## src/rtl/sleep_pkg.sv

```systemverilog
package sleep_pkg;

  localparam int TYPE_W  = 2;
  localparam int STATE_W = 3;

  typedef enum logic [STATE_W-1:0] {
    ST_WORK = 3'd0,
    ST_S1   = 3'd1,
    ST_S3   = 3'd2,
    ST_S4   = 3'd3,
    ST_S5   = 3'd4
  } slp_state_e;

  // software depth code to state; every code lands on a legal sleep state
  function automatic slp_state_e type_to_state(input logic [TYPE_W-1:0] t);
    case (t)
      2'b00:   return ST_S1;
      2'b01:   return ST_S3;
      2'b10:   return ST_S4;
      default: return ST_S5;
    endcase
  endfunction

endpackage

```

## src/rtl/sleep_req_latch.sv

```systemverilog
module sleep_req_latch
  import sleep_pkg::*;
(
  input  logic              clk,
  input  logic              rst,
  input  logic              working,
  input  logic              enter,
  input  logic              sw_set,
  input  logic              btn,
  input  logic [TYPE_W-1:0] type_in,
  output logic              sw_pend,
  output logic              btn_pend,
  output logic [TYPE_W-1:0] type_q,
  output logic              sw_pend_nxt
);

  logic              btn_pend_nxt;
  logic [TYPE_W-1:0] type_nxt;

  always_comb begin
    sw_pend_nxt  = sw_pend;
    btn_pend_nxt = btn_pend;
    type_nxt     = type_q;
    if (enter || !working) begin
      sw_pend_nxt  = 1'b0;
      btn_pend_nxt = 1'b0;
    end else begin
      if (sw_set) begin
        sw_pend_nxt = 1'b1;
        type_nxt    = type_in;
      end
      if (btn) btn_pend_nxt = 1'b1;
    end
  end

  always_ff @(posedge clk) begin
    if (rst) begin
      sw_pend  <= 1'b0;
      btn_pend <= 1'b0;
      type_q   <= '0;
    end else begin
      sw_pend  <= sw_pend_nxt;
      btn_pend <= btn_pend_nxt;
      type_q   <= type_nxt;
    end
  end

endmodule

```

## src/rtl/sleep_arbiter.sv

```systemverilog
module sleep_arbiter
  import sleep_pkg::*;
(
  input  slp_state_e        state_q,
  input  logic              sw_pend,
  input  logic              btn_pend,
  input  logic [TYPE_W-1:0] type_q,
  input  logic              wake,
  input  logic              sw_set,
  input  logic              btn,
  input  logic              thr_req,
  input  logic              cst_req,
  output logic              working,
  output logic              enter,
  output slp_state_e        state_nxt,
  output logic              thr_gnt_nxt,
  output logic              cst_gnt_nxt
);

  logic quiet;

  always_comb begin
    working   = (state_q == ST_WORK);
    enter     = working && (sw_pend || btn_pend);
    state_nxt = state_q;
    if (!working) begin
      if (wake) state_nxt = ST_WORK;
    end else if (enter) begin
      // software depth outranks the button default
      state_nxt = sw_pend ? type_to_state(type_q) : ST_S5;
    end
    // sleep in any phase excludes throttle and C-state grants
    quiet       = working && !sw_pend && !btn_pend && !sw_set && !btn;
    thr_gnt_nxt = quiet && thr_req;
    cst_gnt_nxt = quiet && cst_req;
  end

endmodule

```

## src/rtl/sleep_out_enc.sv

```systemverilog
module sleep_out_enc
  import sleep_pkg::*;
(
  input  logic       clk,
  input  logic       rst,
  input  slp_state_e state_nxt,
  input  logic       s1_cpu_cfg,
  input  logic       sw_pend_nxt,
  input  logic       thr_gnt_nxt,
  input  logic       cst_gnt_nxt,
  output logic       stop_clk,
  output logic       cpu_sleep,
  output logic       plane_s3_n,
  output logic       plane_s4_n,
  output logic       plane_s5_n,
  output logic       therm_dis,
  output logic       thr_gnt,
  output logic       cst_gnt
);

  logic asleep;
  logic cpu_d, s3_d, s4_d, s5_d;

  always_comb begin
    asleep = (state_nxt != ST_WORK);
    cpu_d  = (state_nxt == ST_S1) ? s1_cpu_cfg : asleep;
    s3_d   = (state_nxt == ST_S3) || (state_nxt == ST_S4) || (state_nxt == ST_S5);
    s4_d   = (state_nxt == ST_S4) || (state_nxt == ST_S5);
    s5_d   = (state_nxt == ST_S5);
  end

  always_ff @(posedge clk) begin
    if (rst) begin
      stop_clk   <= 1'b0;
      cpu_sleep  <= 1'b0;
      plane_s3_n <= 1'b1;
      plane_s4_n <= 1'b1;
      plane_s5_n <= 1'b1;
      therm_dis  <= 1'b0;
      thr_gnt    <= 1'b0;
      cst_gnt    <= 1'b0;
    end else begin
      stop_clk   <= asleep;
      cpu_sleep  <= cpu_d;
      plane_s3_n <= ~s3_d;
      plane_s4_n <= ~s4_d;
      plane_s5_n <= ~s5_d;
      therm_dis  <= asleep || sw_pend_nxt;
      thr_gnt    <= thr_gnt_nxt;
      cst_gnt    <= cst_gnt_nxt;
    end
  end

endmodule

```

## src/rtl/sleep_entry_ctrl.sv

```systemverilog
module sleep_entry_ctrl
  import sleep_pkg::*;
(
  input  logic              clk,
  input  logic              rst,
  input  logic              sw_sleep_set,
  input  logic [TYPE_W-1:0] sleep_type,
  input  logic              pwr_button,
  input  logic              wake,
  input  logic              throttle_req,
  input  logic              cstate_req,
  input  logic              cpu_sleep_s1_en,
  output logic              sleep_en_flag,
  output logic              stop_clk,
  output logic              cpu_sleep,
  output logic              plane_s3_n,
  output logic              plane_s4_n,
  output logic              plane_s5_n,
  output logic              therm_throttle_dis,
  output logic              throttle_grant,
  output logic              cstate_grant
);

  slp_state_e        state_q, state_nxt;
  logic              working, enter;
  logic              sw_pend, btn_pend, sw_pend_nxt;
  logic [TYPE_W-1:0] type_q;
  logic              thr_gnt_nxt, cst_gnt_nxt;

  sleep_req_latch u_latch (
    .clk        (clk),
    .rst        (rst),
    .working    (working),
    .enter      (enter),
    .sw_set     (sw_sleep_set),
    .btn        (pwr_button),
    .type_in    (sleep_type),
    .sw_pend    (sw_pend),
    .btn_pend   (btn_pend),
    .type_q     (type_q),
    .sw_pend_nxt(sw_pend_nxt)
  );

  sleep_arbiter u_arb (
    .state_q    (state_q),
    .sw_pend    (sw_pend),
    .btn_pend   (btn_pend),
    .type_q     (type_q),
    .wake       (wake),
    .sw_set     (sw_sleep_set),
    .btn        (pwr_button),
    .thr_req    (throttle_req),
    .cst_req    (cstate_req),
    .working    (working),
    .enter      (enter),
    .state_nxt  (state_nxt),
    .thr_gnt_nxt(thr_gnt_nxt),
    .cst_gnt_nxt(cst_gnt_nxt)
  );

  always_ff @(posedge clk) begin
    if (rst) state_q <= ST_WORK;
    else     state_q <= state_nxt;
  end

  sleep_out_enc u_enc (
    .clk        (clk),
    .rst        (rst),
    .state_nxt  (state_nxt),
    .s1_cpu_cfg (cpu_sleep_s1_en),
    .sw_pend_nxt(sw_pend_nxt),
    .thr_gnt_nxt(thr_gnt_nxt),
    .cst_gnt_nxt(cst_gnt_nxt),
    .stop_clk   (stop_clk),
    .cpu_sleep  (cpu_sleep),
    .plane_s3_n (plane_s3_n),
    .plane_s4_n (plane_s4_n),
    .plane_s5_n (plane_s5_n),
    .therm_dis  (therm_throttle_dis),
    .thr_gnt    (throttle_grant),
    .cst_gnt    (cstate_grant)
  );

  assign sleep_en_flag = sw_pend;

endmodule

```

## config.mk

```make
export PLATFORM = sky130hd
export DESIGN_NAME = sleep_entry_ctrl
export DESIGN_NICKNAME = d
export VERILOG_FILES = /design/src/rtl/sleep_pkg.sv /design/src/rtl/sleep_req_latch.sv /design/src/rtl/sleep_arbiter.sv /design/src/rtl/sleep_out_enc.sv /design/src/rtl/sleep_entry_ctrl.sv
export SDC_FILE = /design/constraint.sdc
export NUM_CORES = 1
export LEC_CHECK = 0
export BUFFER_PORTS_ARGS = -buffer_cell sky130_fd_sc_hd__buf_2
export CORE_MARGIN = 1.5
export CORE_UTILIZATION = 35
export DETAILED_ROUTE_END_ITERATION = 10
export PLACE_DENSITY_LB_ADDON = 0.25
export SLEW_MARGIN = 25
export SYNTH_ARGS = -nofsm -noshare
export SYNTH_HDL_FRONTEND = slang
export SYNTH_SLANG_ARGS = --single-unit
```

## constraint.sdc

```tcl
create_clock -name clk -period 1.3 [get_ports clk]
set_input_delay 0.13 -clock clk [delete_from_list [all_inputs] [get_ports clk]]
set_output_delay 0.13 -clock clk [all_outputs]
set_load 0.01 [all_outputs]
```

Word-level counts from Yosys, hierarchy flattened

Index checks and enable logic that the tools add are counted.

Flip-flop bits (word level): 15

Equal/unequal tests: 6
Reductions and logical operators: 23
Bitwise gates (word level): 4
Muxes and demuxes: 8

Operators with widths:

| cell                                                            | number |
|---|---|
| 3-bit two-way mux                                               | 4 |
| 3-bit one-hot mux with 3 select lines                           | 1 |
| 1-bit logical AND                                               | 7 |
| 3-bit by 2-bit == test with 1-bit output, second input constant | 2 |
| 1-bit logical OR                                                | 6 |
| 1-bit logical NOT                                               | 5 |
| 1-bit inverter                                                  | 4 |
| 3-bit by 1-bit == test with 1-bit output, second input constant | 1 |
| 3-bit == test, second input constant                            | 1 |
| 3-bit logical NOT                                               | 1 |
| 1-bit two-way mux                                               | 3 |
| 3-bit nonzero test                                              | 1 |
| 2-bit by 1-bit == test with 1-bit output, second input constant | 1 |
| 2-bit == test, second input constant                            | 1 |
| 2-bit logical NOT                                               | 1 |
| 2-bit AND reduction                                             | 1 |
| 2-bit OR reduction                                              | 1 |

Logic depth before layout (Yosys ltp)

Word-level depth: 9
Gate-level depth with buffers: 5

Hierarchy

Synthesis repeated with hierarchy kept, for this count alone.

Cell total of the unflattened synthesis: 60
Area, all modules: 633.1 um^2

Modules (own cells, without submodules):

| module           | times used | seq. area each (um^2) | area each (um^2) | cells each |
|---|---|---|---|---|
| sleep_out_enc    | 1          | 160.2                 | 246.5            | 21 |
| sleep_req_latch  | 1          | 80.1                  | 161.4            | 17 |
| sleep_arbiter    | 1          | 0.0                   | 146.4            | 16 |
| sleep_entry_ctrl | 1          | 60.1                  | 78.8             | 6 |

Worst setup path before layout

No wires, ideal clock.

Path type: register to register
From: register u_latch.sw_pend
To: register u_enc.therm_dis
Setup time: 0.133 ns
Stages on the path, launching flop included: 5
Arrival time: 1.191 ns
Setup slack: -0.024 ns
Clock period less this slack: 1.324 ns
Buffers on the path: 0
Path through: dfxtp_1 mux2_2 a22o_2 nor2_1 a21oi_1

Word-level cells in the longest chain between the ends: 6

RTL lines:

| what                   | RTL line              | text |
|---|---|---|
| from (decl)            | sleep_req_latch.sv:11 | `output logic sw_pend,` |
| from (signal assigned) | sleep_req_latch.sv:42 | `sw_pend <= sw_pend_nxt;` |
| 1-bit logical OR       | sleep_arbiter.sv:24   | `enter = working && (sw_pend \|\| btn_pend);` |
| 1-bit logical AND      | sleep_arbiter.sv:24   |  |
| 3-bit two-way mux      | sleep_arbiter.sv:28   | `end else if (enter) begin` |
| 3-bit two-way mux      | sleep_arbiter.sv:26   | `if (!working) begin` |
| 3-bit nonzero test     | sleep_out_enc.sv:25   | `asleep = (state_nxt != ST_WORK);` |
| 1-bit logical OR (*)   | sleep_out_enc.sv:48   | `therm_dis <= asleep \|\| sw_pend_nxt;` |
| to (signal assigned)   | sleep_out_enc.sv:48   |  |
| to (decl)              | sleep_out_enc.sv:16   | `output logic therm_dis,` |

Every way passes the cells marked *; elsewhere a longest branch is shown, timed or not.
A chain may end at the register's enable or synchronous reset.

Worst setup path in the final report

From: register u_latch.type_q[0]
To: register u_enc.therm_dis

Word-level cells in the longest chain between the ends: 7

RTL lines:

| what                                        | RTL line              | text |
|---|---|---|
| from (decl)                                 | sleep_req_latch.sv:13 | `output logic [TYPE_W-1:0] type_q,` |
| from (signal assigned)                      | sleep_req_latch.sv:44 | `type_q <= type_nxt;` |
| 2-bit == test, or another cell as far along | sleep_pkg.sv:16       | `case (t)` |
| 3-bit one-hot mux with 3 select lines (*)   | sleep_pkg.sv:16       |  |
| 3-bit two-way mux (*)                       | sleep_arbiter.sv:30   | `state_nxt = sw_pend ? type_to_state(type_q) : ST_S5;` |
| 3-bit two-way mux (*)                       | sleep_arbiter.sv:28   |  |
| 3-bit two-way mux (*)                       | sleep_arbiter.sv:26   |  |
| 3-bit nonzero test (*)                      | sleep_out_enc.sv:25   |  |
| 1-bit logical OR (*)                        | sleep_out_enc.sv:48   |  |

Marks and branches as above.

==> metrics.csv <==
metric,value,unit
status,finished with violations,
Synth Net Count,70,
Max-slew headroom,0.769,
max cap viols,0,
global-route wire length before repair,1960,um
# setup viols final,2,
Port Buffers,18,
DP HPWL,852,um
Tcrit/Tclk final,1.01,
1st-iter DRT viols,4,
CP Data Arrival Time,1.48,ns
via count,491,
row count,14,
Mapped Area,608,um^2
worst slack at placement,-0.0513,ns
Vias per Instance,5.01,
critical path type,reg2reg,
Synth cell types,25,
Total GRT Usage,0.142,
worst vdd ir,0.745,mV
Hold Path Class,in2reg,
Post-CTS Repair Setup Buffers,0,
CTS max path bufs,2,
final setup margin,-0.0110,ns
Synth Register Bits,15,
total number of H-tree levels,1,
synthesis-to-finish area growth,34.2,%
router iterations before antenna repair,7,
CTS root buffer,clkbuf_4,
P per Cell Area,1270,nW/um^2
Num CTS Buffers,3,
DIE WIDTH,44.7,um
Final min period,1.31,ns
Initial Util,0.390,
Slew @ Worst Pin,0.345,ns
crit path max fanout,5,
DRC,1,
initial antenna violation count,0,
CTS tree,done,
static leakage,0.370,nW
startpoint types,flop,
Clock transition at path regs,0.08,ns
worst path required time,1.47,ns
Worst setup EP type,flop,
Yosys warnings,0,
Sink Count,15,
layout net count,94,
register area share after synthesis,0.494,
syn_area_per_cell,10.3,um^2
"most common cell after layout, fill and taps aside",buf_2,
die height,44.7,um
Final ANT Viol Nets,0,
Die Area,2000,um^2
Core ar.,1560,um^2
Setup Skew,0.00580,ns
maximum clock rate,763,MHz
final hold viol count,0,
layout cells sized above 1,0.500,
failing checks,"design-rule violations, negative setup slack",
largest net degree at the start of global routing,11,
RSZ-0062 raised after global routing,yes,
most frequent cells in the layout,"18 x buf_2, 11 x nor2_1, 11 x dfxtp_1",
DR WL/cell,12.1,um
Clock Latency Late Sink,0.28,ns
# IOs,19,
Post-Synthesis Cells,59,
remaining global-route overflow,0,
Ant. Diodes,0,
vias in the first global route,446,
final wirelength,1190,um
Placer Congestion,0.821,
Util after Layout,0.523,
Final Max Tran Viols,0,
-- final timing paths --
| path | startpoint | endpoint | slack (ns) | cells after the start |
|---|---|---|---|---|
| setup reg to reg | u_latch.type_q[0] | u_enc.therm_dis | -0.01 | 5 |
| hold reg to reg | u_latch.type_q[1] | u_latch.type_q[1] | 0.54 | 2 |
| setup / recovery | u_latch.type_q[0] | u_enc.therm_dis | -0.01 | 5 |
| hold / removal | pwr_button | u_enc.thr_gnt | 0.06 | 2 |
-- through the flow --
stage | power [mW] | instance area [um^2] | std cells | hold slack [ns] | TNS (ns)
floorplan | 0.684 | 627 | 59 | 0.198 | 0
global placement | 0.752 | 748 | 94 | 0.327 | -0.0930
detailed placement | 0.755 | 748 | 94 | 0.329 | -0.122
CTS | 1.03 | 791 | 98 | 0.0270 | -0.0171
global route | 1.09 | 816 | 98 | 0.0453 | -0.205
finish | 1.03 | 816 | 98 | 0.0568 | -0.0207
-- registers in the layout, summed over array words and instances, names as in the netlist --
name	flops
u_enc.plane_s5_n	1
u_enc.cst_gnt	1
u_enc.cpu_sleep	1
u_latch.type_q	2
u_enc.plane_s3_n	1
u_enc.thr_gnt	1
u_latch.btn_pend	1
u_latch.sw_pend	1
u_enc.stop_clk	1
state_q	3
u_enc.therm_dis	1
u_enc.plane_s4_n	1
-- per-layer routing --
metal  vias to the layer above  part of all wire  GRT usage
li1                        253                 -          -
met5                         -                 0          0
met4                         0             0.034      0.127
met1                       221              0.49      0.178
met2                        13              0.43      0.194
met3                         4             0.044     0.0408
-- area by class of cell --
cell class	instances	area (um^2)
Fill cell	148	743
Clock buffer	4	26.3
Inverter	3	11.3
Tap cell	16	20.0
Timing Repair Buffer	20	105
Sequential cell	15	305
Multi-Input combinational cell	40	348
-- worst max-delay path: stages (launching register included) --
cell and delay, ns:
dfxtp_2 0.34, ha_4 0.15, mux2_4 0.25, a22o_4 0.25
nor2_2 0.13, a21oi_1 0.08
-- Yosys cell counts --
library cell / count / area [um^2]
nor2b_1: 2 / 12.5
nor2b_4: 1 / 13.8
nor3_2: 1 / 10.0
o41ai_4: 1 / 27.5
nand3b_1: 1 / 7.51
inv_1: 3 / 11.3
o21ai_1: 1 / 5.00
a22o_1: 1 / 8.76
nor4b_1: 2 / 17.5
nor2b_2: 1 / 8.76
dfxtp_1: 15 / 300
mux2_2: 1 / 11.3
mux2i_1: 2 / 20.0
nor4_1: 1 / 6.26
nor2_1: 12 / 45.0
ha_1: 1 / 12.5
nand3_1: 1 / 5.00
buf_1: 1 / 3.75
and4bb_2: 1 / 12.5
nand2b_1: 3 / 18.8
o21bai_1: 1 / 7.51
a22o_2: 1 / 10.0
a21oi_2: 2 / 17.5
o21ai_0: 1 / 5.00
a21oi_1: 2 / 10.0
-- power by group --
group | internal [mW] | switching, mW | leakage [nW] | total, mW
clock | 0.119 | 0.146 | 0.0150 | 0.265
sequential | 0.503 | 0.0297 | 0.124 | 0.533
combinational | 0.117 | 0.117 | 0.230 | 0.235
total | 0.740 | 0.293 | 0.370 | 1.03
-- repair_timing --
action	4_1_cts	5_1_grt
hold buffers	0	0
pin swaps	3	1
resized for setup	3	5
endpoints found under the setup margin	4	8
-- kinds of logic after synthesis --
kind of cell / count (synthesis) / share of synthesized area
AOI/OAI and AO/OA: 10 / 0.150
adders and majority gates: 1 / 0.0206
buffers and inverters: 4 / 0.0247
DFF: 15 / 0.494
muxes: 3 / 0.0514
and+or+nand+nor: 26 / 0.259
No activity file was read; power rests on OpenSTA's default activity.
